**config.mk**
```make
export PLATFORM = sky130hd
export DESIGN_NAME = ipi_tmr_irq_ctl
export DESIGN_NICKNAME = d
export VERILOG_FILES = /design/src/rtl/ipi_tmr_pkg.sv /design/src/rtl/ipi_wr_decode.sv /design/src/rtl/ipi_pend_vec.sv /design/src/rtl/tmr_pend_vec.sv /design/src/rtl/ipi_tmr_irq_ctl.sv
export SDC_FILE = /design/constraint.sdc
export NUM_CORES = 1
export LEC_CHECK = 0
export BUFFER_PORTS_ARGS = -buffer_cell sky130_fd_sc_hd__buf_2
export CAP_MARGIN = 20
export CORE_MARGIN = 3
export CORE_UTILIZATION = 36
export CTS_BUF_LIST = sky130_fd_sc_hd__clkbuf_4
export DETAILED_ROUTE_END_ITERATION = 7
export PLACE_DENSITY = 0.95
export SLEW_MARGIN = 0
export SYNTH_ARGS = -nofsm -noshare
export SYNTH_HDL_FRONTEND = slang
export SYNTH_SLANG_ARGS = --single-unit
```
**constraint.sdc**
```tcl
create_clock -name clk -period 2.4 [get_ports clk]
set_input_delay 0.36 -clock clk [delete_from_list [all_inputs] [get_ports clk]]
set_output_delay 0.36 -clock clk [all_outputs]
set_load 0.01 [all_outputs]
```
**src/rtl/ipi_tmr_pkg.sv**
```systemverilog
// Shared definitions for the interrupt controller: register selectors and
// the bit positions of the control-register fields.
package ipi_tmr_pkg;

    typedef enum logic [1:0] {
        SEL_CTRL    = 2'd0,
        SEL_IPI     = 2'd1,
        SEL_TMR     = 2'd2,
        SEL_IPI_REQ = 2'd3
    } reg_sel_e;

    localparam int FIELD_W    = 4;   // width of each CPU-mask field
    localparam int REQ_LSB    = 12;  // IPI request mask
    localparam int CLR_LSB    = 8;   // IPI clear mask
    localparam int TCLR_LSB   = 4;   // timer clear mask
    localparam int ACK_BIT    = 28;  // error-status acknowledge

endpackage

```
**src/rtl/ipi_wr_decode.sv**
```systemverilog
// Write decoder: turns one register write into per-CPU set/clear masks.
// Assumes NUM_CPU <= FIELD_W and DATA_W > ACK_BIT. Masks are zero when
// no write is presented. The error flag is combinational.
module ipi_wr_decode
    import ipi_tmr_pkg::*;
#(
    parameter int NUM_CPU = 4,
    parameter int DATA_W  = 64
) (
    input  logic               wr_en,
    input  logic [1:0]         reg_sel,
    input  logic [DATA_W-1:0]  wdata,
    output logic [NUM_CPU-1:0] ipi_set,
    output logic [NUM_CPU-1:0] ipi_clr,
    output logic [NUM_CPU-1:0] tmr_clr,
    output logic               bad_wr
);

    reg_sel_e           sel;
    logic               ctrl_any;
    logic [NUM_CPU-1:0] low_mask;
    logic               unused_wdata;

    assign sel          = reg_sel_e'(reg_sel);
    assign low_mask     = wdata[NUM_CPU-1:0];
    assign unused_wdata = ^wdata;

    // Any field of the control register carrying content.
    assign ctrl_any = (|wdata[REQ_LSB +: FIELD_W]) | (|wdata[CLR_LSB +: FIELD_W])
                    | (|wdata[TCLR_LSB +: FIELD_W]) | wdata[ACK_BIT];

    // Decode the selected register into masks and the error flag.
    always_comb begin
        ipi_set = '0;
        ipi_clr = '0;
        tmr_clr = '0;
        bad_wr  = 1'b0;
        if (wr_en) begin
            unique case (sel)
                SEL_CTRL: begin
                    ipi_set = wdata[REQ_LSB  +: NUM_CPU];
                    ipi_clr = wdata[CLR_LSB  +: NUM_CPU];
                    tmr_clr = wdata[TCLR_LSB +: NUM_CPU];
                    bad_wr  = !ctrl_any;
                end
                SEL_IPI: begin
                    ipi_clr = low_mask;
                    bad_wr  = (low_mask == '0);
                end
                SEL_TMR: begin
                    tmr_clr = low_mask;
                    bad_wr  = (low_mask == '0);
                end
                SEL_IPI_REQ: begin
                    ipi_set = low_mask;
                    bad_wr  = (low_mask == '0);
                end
                default: bad_wr = 1'b1;
            endcase
        end
    end

endmodule

```
**src/rtl/ipi_pend_vec.sv**
```systemverilog
// Pending inter-processor interrupt vector. The request is applied first
// and the clear second. A redundant request or clear sets the warning.
module ipi_pend_vec #(
    parameter int NUM_CPU = 4
) (
    input  logic               clk,
    input  logic               rst_n,
    input  logic [NUM_CPU-1:0] set_mask,
    input  logic [NUM_CPU-1:0] clr_mask,
    output logic [NUM_CPU-1:0] pend,
    output logic               warn
);

    logic [NUM_CPU-1:0] nxt;
    logic [NUM_CPU-1:0] warn_bit;

    // One slice per CPU: next state and redundancy detection.
    for (genvar c = 0; c < NUM_CPU; c++) begin : g_cpu
        logic after_req;
        assign after_req   = pend[c] | set_mask[c];
        assign nxt[c]      = after_req & ~clr_mask[c];
        assign warn_bit[c] = (set_mask[c] & pend[c]) | (clr_mask[c] & ~after_req);
    end

    assign warn = |warn_bit;

    // Pending-vector register.
    always_ff @(posedge clk) begin
        if (!rst_n) pend <= '0;
        else        pend <= nxt;
    end

endmodule

```
**src/rtl/tmr_pend_vec.sv**
```systemverilog
// Pending timer interrupt vector. A tick marks every CPU pending. A clear in
// the same cycle applies after the tick. Only pending bits can be cleared.
module tmr_pend_vec #(
    parameter int NUM_CPU = 4
) (
    input  logic               clk,
    input  logic               rst_n,
    input  logic               tick,
    input  logic [NUM_CPU-1:0] clr_mask,
    output logic [NUM_CPU-1:0] pend
);

    logic [NUM_CPU-1:0] after_tick;

    assign after_tick = tick ? {NUM_CPU{1'b1}} : pend;

    // Pending-vector register.
    always_ff @(posedge clk) begin
        if (!rst_n) pend <= '0;
        else        pend <= after_tick & ~clr_mask;
    end

endmodule

```
**src/rtl/ipi_tmr_irq_ctl.sv**
```systemverilog
// Top of the inter-processor and timer interrupt controller. It assumes at
// most one write per cycle, and reads return one cycle later. The interrupt
// lines come straight from the pending registers.
module ipi_tmr_irq_ctl
    import ipi_tmr_pkg::*;
#(
    parameter int NUM_CPU = 4,
    parameter int DATA_W  = 64,
    localparam int CPU_W  = (NUM_CPU > 1) ? $clog2(NUM_CPU) : 1
) (
    input  logic               clk,
    input  logic               rst_n,
    input  logic               wr_en,
    input  logic               rd_en,
    input  logic [1:0]         reg_sel,
    input  logic [DATA_W-1:0]  wdata,
    input  logic [CPU_W-1:0]   req_cpu,
    input  logic               timer_tick,
    output logic [DATA_W-1:0]  rdata,
    output logic               rd_valid,
    output logic [NUM_CPU-1:0] ipi_irq,
    output logic [NUM_CPU-1:0] tmr_irq,
    output logic               warn_pulse,
    output logic               err_pulse
);

    logic [NUM_CPU-1:0] ipi_set, ipi_clr, tmr_clr;
    logic [NUM_CPU-1:0] ipi_pend, tmr_pend;
    logic [DATA_W-1:0]  rd_mux;
    reg_sel_e           rsel;

    ipi_wr_decode #(.NUM_CPU(NUM_CPU), .DATA_W(DATA_W)) u_dec (
        .wr_en   (wr_en),
        .reg_sel (reg_sel),
        .wdata   (wdata),
        .ipi_set (ipi_set),
        .ipi_clr (ipi_clr),
        .tmr_clr (tmr_clr),
        .bad_wr  (err_pulse)
    );

    ipi_pend_vec #(.NUM_CPU(NUM_CPU)) u_ipi (
        .clk      (clk),
        .rst_n    (rst_n),
        .set_mask (ipi_set),
        .clr_mask (ipi_clr),
        .pend     (ipi_pend),
        .warn     (warn_pulse)
    );

    tmr_pend_vec #(.NUM_CPU(NUM_CPU)) u_tmr (
        .clk      (clk),
        .rst_n    (rst_n),
        .tick     (timer_tick),
        .clr_mask (tmr_clr),
        .pend     (tmr_pend)
    );

    assign ipi_irq = ipi_pend;
    assign tmr_irq = tmr_pend;
    assign rsel    = reg_sel_e'(reg_sel);

    // Select the read value for the addressed register.
    always_comb begin
        rd_mux = '0;
        unique case (rsel)
            SEL_CTRL:    rd_mux[CPU_W-1:0]   = req_cpu;
            SEL_IPI:     rd_mux[NUM_CPU-1:0] = ipi_pend;
            SEL_TMR:     rd_mux[NUM_CPU-1:0] = tmr_pend;
            SEL_IPI_REQ: rd_mux = '0;
            default:     rd_mux = '0;
        endcase
    end

    // Register the read response.
    always_ff @(posedge clk) begin
        if (!rst_n) begin
            rd_valid <= 1'b0;
            rdata    <= '0;
        end else begin
            rd_valid <= rd_en;
            rdata    <= rd_en ? rd_mux : '0;
        end
    end

endmodule

```
==> results of run 1 <==
worst min path at each step:
stage	from	slack [ns]	to
after floorplan	rst_n	0.49	u_ipi.pend[0]$_SDFF_PN0_
after global placement	u_tmr.pend[2]$_SDFF_PN0_	0.52	rdata[2]$_SDFF_PN0_
after detailed placement	u_tmr.pend[1]$_SDFF_PN0_	0.54	u_tmr.pend[1]$_SDFF_PN0_
after CTS	req_cpu[1]	0.32	rdata[1]$_SDFF_PN0_
after global routing	req_cpu[0]	0.32	rdata[0]$_SDFF_PN0_
final	req_cpu[1]	0.32	rdata[1]$_SDFF_PN0_
kinds of logic after synthesis:
group | share of synthesized area
other cells | 0.00308
compound gates | 0.216
fa+ha+maj | 0.0514
buf+inv | 0.407
simple gates | 0.109
flops | 0.214
layer usage:
layer,vias up,track usage
met1,462,0.132
met4,0,0.0739
met3,10,0.0316
met2,77,0.210
met5,-,0
li1,471,-
power breakdown:
group	internal, mW	switching [mW]	total, mW	leakage (nW)
Combinational	0.0524	0.106	0.158	0.575
Sequential	0.226	0.00738	0.233	0.107
Clock	0.0756	0.0679	0.143	0.0184
worst max-delay path, delay by kind of cell:
family                     cells  cell delay (ns)
and+or+nand+nor                1             0.10
AOI/OAI and AO/OA              3             0.56
buffers and inverters          3             0.38
adders and majority gates      1             0.41
layout by cell type, fill, tap and decap left out:
cell type / count
conb_1: 60
buf_2: 40
dfxtp_1: 13
nor2_1: 11
a22oi_1: 10
nand2_1: 6
a22o_2: 6
a21oi_1: 6
ha_1: 5
o21ai_0: 4
clkbuf_4: 4
inv_1: 3
nor4_1: 2
nand4_1: 2
a22o_1: 2
o21bai_1: 2
o32a_1: 2
o211a_1: 2
and3_1: 2
or4_1: 1
nor4b_1: 1
o21ai_1: 1
and2_1: 1
nand2b_2: 1
registers in the layout, summed over array words and instances (netlist names):
| name | flops |
|---|---|
| rd_valid | 1 |
| rdata | 4 |
| u_ipi.pend | 4 |
| u_tmr.pend | 4 |
stage by stage:
stage / utilization / total power, mW
floorplan: - / 0.413
global placement: 0.387 / 0.387
detailed placement: 0.387 / 0.391
CTS: 0.396 / 0.532
global route: 0.396 / 0.568
finish: 0.396 / 0.535
final cells by class:
type                       count  area [um2]
clock buffer                   4        30.0
fill                         346        1890
inverter                       3        11.3
multi-input combinational    127         683
sequential                    13         260
tap                           44        55.1
timing repair buffer          40         200
==> impl_results.md, run 1 <==
- # clock sinks: 13
- Final ANT Viol Nets: 0
- Layout cells sized above 1: 0.273
- Clk pin slew, worst setup/hold paths: 0.07 ns
- CTS tree: yes
- Site Rows: 20
- Post-synthesis cell count: 148
- Placement Cell Area: between 1000 and 1500 um2
- Final Cycle Share: 0.904
- Slew Limit Fails: 0
- Diode count: 0
- DIE HEIGHT: between 60 and 70 um
- H-Tree Depth: 1
- Seq cells post-synth: 13
- Post-synth EDFFs: 0
- Yosys top cell by area: buf_4
- Data required time at the worst endpoint: between 2 and 2.5 ns
- Syn Area/Cell: between 8 and 9 um2
- Final std cells w/o fill: around 230
- Total track usage: 0.122
- Max Clk Rate: about 460 MHz
- Worst Hold Depth: 3
- Setup TNS: 0 ns
- Total Wirelength: about 2700 um
- Root buf cell: clkbuf_4
- Routed length on met2: about 1400 um
- Worst reg2reg startpoint: u_tmr.pend[1]$_SDFF_PN0_
- Via count: just over 1000
- Routability cong.: ~0.86
- Synth warnings: 0
- CP max FO: 12
- Die area: between 4000 and 5000 um2
- Yosys cell types: 27
- Most used cell along the critical path: buf_2
- Unrepaired setup endpoints after global routing: false
- Final instance area: approximately 1200 um2
- Max IR drop VDD: 0.122 mV
- Ys async rst share: 0
- Final Hold Vio Count: 0
- Maxcap violations: 0
- Met3 wire len: 309 um
- Wire length on met1: 994 um
- Crit. Startpoint: reg_sel[0]
- Worst Hold Class: in -> reg
- Slowest cell on crit path: ha_1
- FF-to-FF End: rdata[1]$_SDFF_PN0_
- P per Cell Area: ~430 nW/um2
- Crit path kind: in -> out
- Startpoint types: input port
- Count leader, synth: buf_4
- Vias in the first global route: 955
- Clock skew: 0.00559 ns
- Global-route wire length before repair: about 4000 um
- First-pass iteration count of the detailed router: 4
- P&R area growth vs syn: 1.85%
- Dpl hpwl: about 2300 um
- Flop2flop setup slack: roughly 1.6 ns
- Worst hold slack: ~0.32 ns
- CTS Buffer Depth: 2
- Pin count of the biggest net entering global routing: 13
- Critical Path Max Stage Delay: 0.41 ns
- CTS buffer count: 3
- Synth top cells by count: buf_4, dfxtp_1, nor2_1
- Congestion Overflow GR: 0
- Worst slack at placement: 0.270 ns
- Core area: 3130 um2
- IO Pins: roughly 150
- Vias per cell: between 4 and 5
- Post-synthesis sequential area ratio: 0.214
- Synth top area share: 0.370
- Initial Util: 0.389
- Period minus WS final: 2.17 ns
- Ys flop type: dfxtp_1
- DR iter-0 viols: 27
- Placed Cells: between 200 and 250
- Hold Buf Count CTS: 0
- Worst skew pair latency: ~0.27 ns
- Outcome: finished, final reports clean
- Crit-path cells: buf_2, inv_1, ha_1, a22oi_1, o21bai_1, o32a_1, nand4_1, buf_2
- CP endpoint: warn_pulse
- Post-CTS Resized: 0
- Die Wd: 64.2 um
- CP Data Arrival Time: 1.81 ns
- Final #Nets: around 270
- Initial antenna violation count: 0
- Post-synthesis cell area: roughly 1200 um2
- Worst setup EP type: output pin
- Setup WS post-layout: around 0.23 ns
- Lkg Pwr: 0.700 nW
- DR top layer: met4
- Port bufs: 40
- Synth area leaders: buf_4, dfxtp_1, a22oi_1
- DR DRC count: 0
- FF-to-FF path depth: 4
- # setup viols final: 0
- Post-CTS setup buffer count: 0
- Routed wire per std cell: about 12 um
Note: power is estimated with default switching activity, not from simulation.
==> run 2, diff against run 1 <==
--- a/config.mk
+++ b/config.mk
@@ -5,13 +5,15 @@
 export SDC_FILE = /design/constraint.sdc
 export NUM_CORES = 1
 export LEC_CHECK = 0
+export ABC_CLOCK_PERIOD_IN_PS = 2400
 export BUFFER_PORTS_ARGS = -buffer_cell sky130_fd_sc_hd__buf_2
 export CAP_MARGIN = 20
 export CORE_MARGIN = 3
 export CORE_UTILIZATION = 36
 export CTS_BUF_LIST = sky130_fd_sc_hd__clkbuf_4
 export DETAILED_ROUTE_END_ITERATION = 7
-export PLACE_DENSITY = 0.95
+export GPL_ROUTABILITY_DRIVEN = 0
+export PLACE_DENSITY_LB_ADDON = 0.3
 export SLEW_MARGIN = 0
 export SYNTH_ARGS = -nofsm -noshare
 export SYNTH_HDL_FRONTEND = slang
==> run 2 against run 1 <==
Clock-buffer cell count decreased by 1. Critical path type unchanged. Die area is the same. Routed wire length decreased by 6.3%.
==> impl_results.md, run 2 (synthesized netlist as in run 1, its figures left out) <==
- Outcome: finished, final reports clean
- Worst reg2reg startpoint: u_tmr.pend[1]$_SDFF_PN0_
- Die area: 4120 um2
- Unrepaired setup endpoints after global routing: false
- Most used cell along the critical path: buf_2
- Vias per cell: 4.19
- FF-to-FF path depth: 4
- Site Rows: 20
- Critical Path Max Stage Delay: ~0.4 ns
- DIE HEIGHT: 64.2 um
- Clock skew: around 0.0015 ns
- Maxcap violations: 0
- Pin count of the biggest net entering global routing: 13
- Final Cycle Share: 0.884
- CP Data Arrival Time: between 1.5 and 2 ns
- CP max FO: 12
- Total track usage: 0.117
- Finished Core Util: 0.396
- Logic pwr share: 0.295
- Routed wire per std cell: about 11 um
- Global-route wire length before repair: about 3800 um
- Via count: approximately 970
- Period minus WS final: about 2.1 ns
- Total Wirelength: roughly 2600 um
- Final Total Pwr: 0.524 mW
- Slowest cell on crit path: ha_1
- CTS Buffer Depth: 2
- First-pass iteration count of the detailed router: 4
- Max IR drop VDD: between 0.15 and 0.2 mV
- IO Pins: between 100 and 150
- Worst Hold Class: in -> reg
- Max Clk Rate: 471 MHz
- Startpoint types: input port
- Post-CTS setup buffer count: 0
- # setup viols final: 0
- Area of the multi-input gates: a little under 700 um2
- Hold Buf Count CTS: 0
- P per Cell Area: around 420 nW/um2
- Port bufs: 40
- Data required time at the worst endpoint: a little over 2 ns
- Die Wd: approximately 64 um
- Slew Limit Fails: 0
- Worst setup EP type: output pin
- Top flop regs: rdata (4), u_ipi.pend (4), u_tmr.pend (4)
- Initial antenna violation count: 0
- Crit path kind: in -> out
- H-Tree Depth: 1
- Psw: 0.185 mW
- Diode count: 0
- Fill count: ~360
- Core area: approximately 3100 um2
- Int Power: 0.340 mW
- Worst skew pair latency: approximately 0.27 ns
- FF-to-FF End: rdata[1]$_SDFF_PN0_
- DR DRC count: 0
- Clock share of power: 0.259
- Most common cell after layout, fill and taps aside: conb_1
- Hold path startpoint: req_cpu[0]
- Hold endpoint: rdata[0]$_SDFF_PN0_
- Post-CTS Resized: 0
- Layout cells sized above 1: 0.273
- Seq pwr share: 0.445
- Root buf cell: clkbuf_4
- Final Hold Vio Count: 0
- Vias in the first global route: about 870
- Lkg Pwr: about 0.7 nW
- Congestion Overflow GR: 0
- DR iter-0 viols: 15
- Worst Hold Depth: 3
- Final ANT Viol Nets: 0
- CP Buf/Inv Count: 3
- # clock sinks: 13
- Clk pin slew, worst setup/hold paths: roughly 0.080 ns
- CTS buffer count: 3
- Reg area: around 260 um2
- Most frequent cells in the layout: conb_1, buf_2, dfxtp_1, nor2_1, a22oi_1
- CTS tree: yes
- Dpl hpwl: ~2200 um
- P&R area growth vs syn: 1.64%
- Crit-path cells: buf_2, inv_1, ha_1, a22oi_1, o21bai_1, o32a_1, nand4_1, buf_2
- Initial Util: 0.389
- Setup TNS: 0 ns
- Crit-path leading delay family: compound AO/OA/AOI/OAI gates
- Final #Nets: between 200 and 300
- Sw Share: 0.352
- Flop2flop setup slack: ~1.6 ns
-- run 2: cell types whose count changed in the layout (fill, tap and decap cells not counted), sizes merged --
cell / change
clkbuf: -1
clkinv: +1
-- run 2: how the worst max path moves through the flow --
stage               startpoint         end  slack [ns]  cells past startpoint
finish              reg_sel[0]  warn_pulse        0.28                      8
global route        reg_sel[0]  warn_pulse        0.11                      8
CTS                 reg_sel[0]  warn_pulse        0.28                      8
detailed placement  reg_sel[0]  warn_pulse        0.28                      8
global placement    reg_sel[0]  warn_pulse        0.28                      8
floorplan           reg_sel[0]  warn_pulse        0.63                      7
-- run 2: worst reg2reg max path: stages, from the launching register on --
cell     delay [ns]
dfxtp_1        0.33
a22oi_1        0.20
nor2_1         0.06
a21oi_1        0.11
nor2_1         0.05
-- run 2: metal layers --
metal / track usage / vias to the layer above / wire (um)
met5: 0 / - / 0
li1: - / 474 / -
met2: 0.208 / 55 / 1290
met1: 0.140 / 440 / 1010
met4: 0.00792 / 0 / 0
met3: 0.0422 / 0 / 275
-- run 2: area by class of cell --
type                       count  share of cell area
clock buffer                   3              0.0182
clock inverter                 1             0.00404
inverter                       3             0.00910
multi-input combinational    127               0.552
sequential                    13               0.210
tap                           44              0.0445
timing repair buffer          40               0.162
-- run 2: power groups by stage --
stage | Combinational, mW | Sequential, mW | Clock (mW)
4_1_cts | 0.153 | 0.233 | 0.142
3_5_place_dp | 0.152 | 0.238 | 0
3_3_place_gp | 0.153 | 0.238 | 0
6_report | 0.155 | 0.233 | 0.136
2_1_floorplan | 0.171 | 0.242 | 0
5_1_grt | 0.172 | 0.235 | 0.153
-- run 2: through the flow --
step / hold slack (ns) / instances / setup slack (ns) / area, um2
after floorplan: 0.493 / 207 / 0.626 / 1440
after global placement: 0.533 / 227 / 0.282 / 1210
after detailed placement: 0.536 / 227 / 0.275 / 1210
after CTS: 0.309 / 231 / 0.276 / 1240
after global routing: 0.333 / 231 / 0.114 / 1240
final: 0.313 / 231 / 0.278 / 1240
==> run 3, diff against run 2 <==
--- a/config.mk
+++ b/config.mk
@@ -13,6 +13,7 @@
 export CTS_BUF_LIST = sky130_fd_sc_hd__clkbuf_4
 export DETAILED_ROUTE_END_ITERATION = 7
 export GPL_ROUTABILITY_DRIVEN = 0
+export GPL_TIMING_DRIVEN = 0
 export PLACE_DENSITY_LB_ADDON = 0.3
 export SLEW_MARGIN = 0
 export SYNTH_ARGS = -nofsm -noshare
==> run 3 against run 2 <==
Utilization is 15 points higher. Setup slack better by 0.015 ns. Clock-buffer cell count is 1 higher. Worst hold slack better by 0.0032 ns. Clock skew is 0.0056 ns higher. Critical path type unchanged. Largest cell class unchanged.
==> impl_results.md, run 3 (synthesized netlist as in run 1, its figures left out) <==
- CTS Buffer Depth: 2
- Reg area: between 200 and 300 um2
- FF-to-FF path depth: 4
- DIE HEIGHT: between 60 and 70 um
- Site Rows: 20
- P&R area growth vs syn: 41.2%
- CP Data Arrival Time: ~1.8 ns
- Clk pin slew, worst setup/hold paths: ~0.08 ns
- Total Wirelength: 2770 um
- Crit path kind: in -> out
- Data required time at the worst endpoint: 2.04 ns
- Max Clk Rate: about 470 MHz
- Vias in the first global route: around 1000
- # setup viols final: 0
- Final Total Pwr: slightly above 0.6 mW
- CP max FO: 10
- Pin count of the biggest net entering global routing: 11
- Root buf cell: clkbuf_4
- Final Cycle Share: 0.878
- Slowest cell on crit path: o32a_1
- Global-route wire length before repair: between 4000 and 5000 um
- Final Hold Vio Count: 0
- Post-CTS Resized: 0
- Routed wire per std cell: roughly 9.4 um
- Initial antenna violation count: 0
- Initial Util: 0.389
- Post-CTS setup buffer count: 0
- Final #Nets: 329
- Total track usage: 0.128
- Die Wd: about 64 um
- Port bufs: 39
- Max IR drop VDD: between 0.2 and 0.25 mV
- Worst Hold Class: in -> reg
- Period minus WS final: ~2.1 ns
- Congestion Overflow GR: 0
- Dpl hpwl: 2480 um
- Unrepaired setup endpoints after global routing: false
- Setup WS post-layout: 0.293 ns
- Most frequent cells in the layout: buf_4, conb_1, buf_2, dfxtp_1, nor2_1
- Startpoint types: input port
- Clock skew: ~0.0071 ns
- Critical Path Max Stage Delay: 0.34 ns
- # clock sinks: 13
- Via count: approximately 1100
- First-pass iteration count of the detailed router: 4
- Worst hold slack: 0.316 ns
- CTS tree: yes
- Setup TNS: 0 ns
- Crit-path leading delay family: compound AO/OA/AOI/OAI gates
- Area of the multi-input gates: between 600 and 700 um2
- Core area: about 3100 um2
- P per Cell Area: ~350 nW/um2
- Vias per cell: approximately 3.8
- Finished Core Util: 0.550
- Top flop regs: rdata (4), u_ipi.pend (4), u_tmr.pend (4)
- Slew Limit Fails: 0
- Die area: ~4100 um2
- Crit-path cells: buf_2, inv_1, ha_1, buf_6, a22oi_1, nor2_1, o32a_1, nand4_1, buf_2
- Diode count: 0
- Worst Hold Depth: 3
- Worst slack at placement: between 0.3 and 0.4 ns
- Final ANT Viol Nets: 0
- Fill count: around 330
- DR DRC count: 0
- CP Buf/Inv Count: 4
- IO Pins: 148
- Worst skew pair latency: approximately 0.27 ns
- Worst setup EP type: output pin
- DR iter-0 viols: 17
- Outcome: finished, final reports clean
- Hold Buf Count CTS: 0
- H-Tree Depth: 1
- CTS buffer count: 3
- Maxcap violations: 0
- Layout cells sized above 1: 0.452
- Most used cell along the critical path: buf_2
- Crit. path cell count: 9
- Lkg Pwr: approximately 1.0 nW
==> run 3: cell types whose count changed in the layout (fill, tap and decap cells not counted), sizes merged <==
cell	change
clkinv	-1
clkbuf	+3
buf	+61
==> run 3: per-stage QoR <==
| stage | area [um2] | instances |
|---|---|---|
| 2_1_floorplan | 1440 | 207 |
| 3_3_place_gp | 1690 | 290 |
| 3_5_place_dp | 1690 | 290 |
| 4_1_cts | 1720 | 294 |
| 5_1_grt | 1720 | 294 |
| 6_report | 1720 | 294 |
==> run 3: routing by layer <==
layer,share of wire,vias up,wire length [um],GRT usage
met5,0,-,0,0
met2,0.48,56,1320,0.225
met1,0.42,457,1150,0.152
li1,-,597,-,-
met4,0,0,0,0.00792
met3,0.11,0,299,0.0545
==> run 3: final cells by class <==
cell class	count	share of cell area
multi-input cells	127	0.397
plain buffers	64	0.282
flip-flops and latches	13	0.151
repair buffers	39	0.114
well taps	44	0.0320
clock buffers	4	0.0175
inverters	3	0.00655
==> run 3: worst paths after layout <==
path | start | slack (ns) | endpoint
setup reg to reg | u_ipi.pend[0]$_SDFF_PN0_ | 1.56 | rdata[0]$_SDFF_PN0_
hold / removal | req_cpu[1] | 0.32 | rdata[1]$_SDFF_PN0_
setup / recovery | reg_sel[0] | 0.29 | warn_pulse
hold reg to reg | u_tmr.pend[3]$_SDFF_PN0_ | 0.55 | u_tmr.pend[3]$_SDFF_PN0_
==> run 3: worst register-to-register path: stages (launching register included) <==
cell and delay, ns:
dfxtp_1 0.37, a22oi_1 0.16, nor2_1 0.05, a21oi_1 0.11
nor2_1 0.05
==> run 3: report_power, final <==
group	internal (mW)	switching (mW)
registers	0.226	0.00733
logic	0.118	0.115
clock network	0.0757	0.0666
total	0.419	0.189
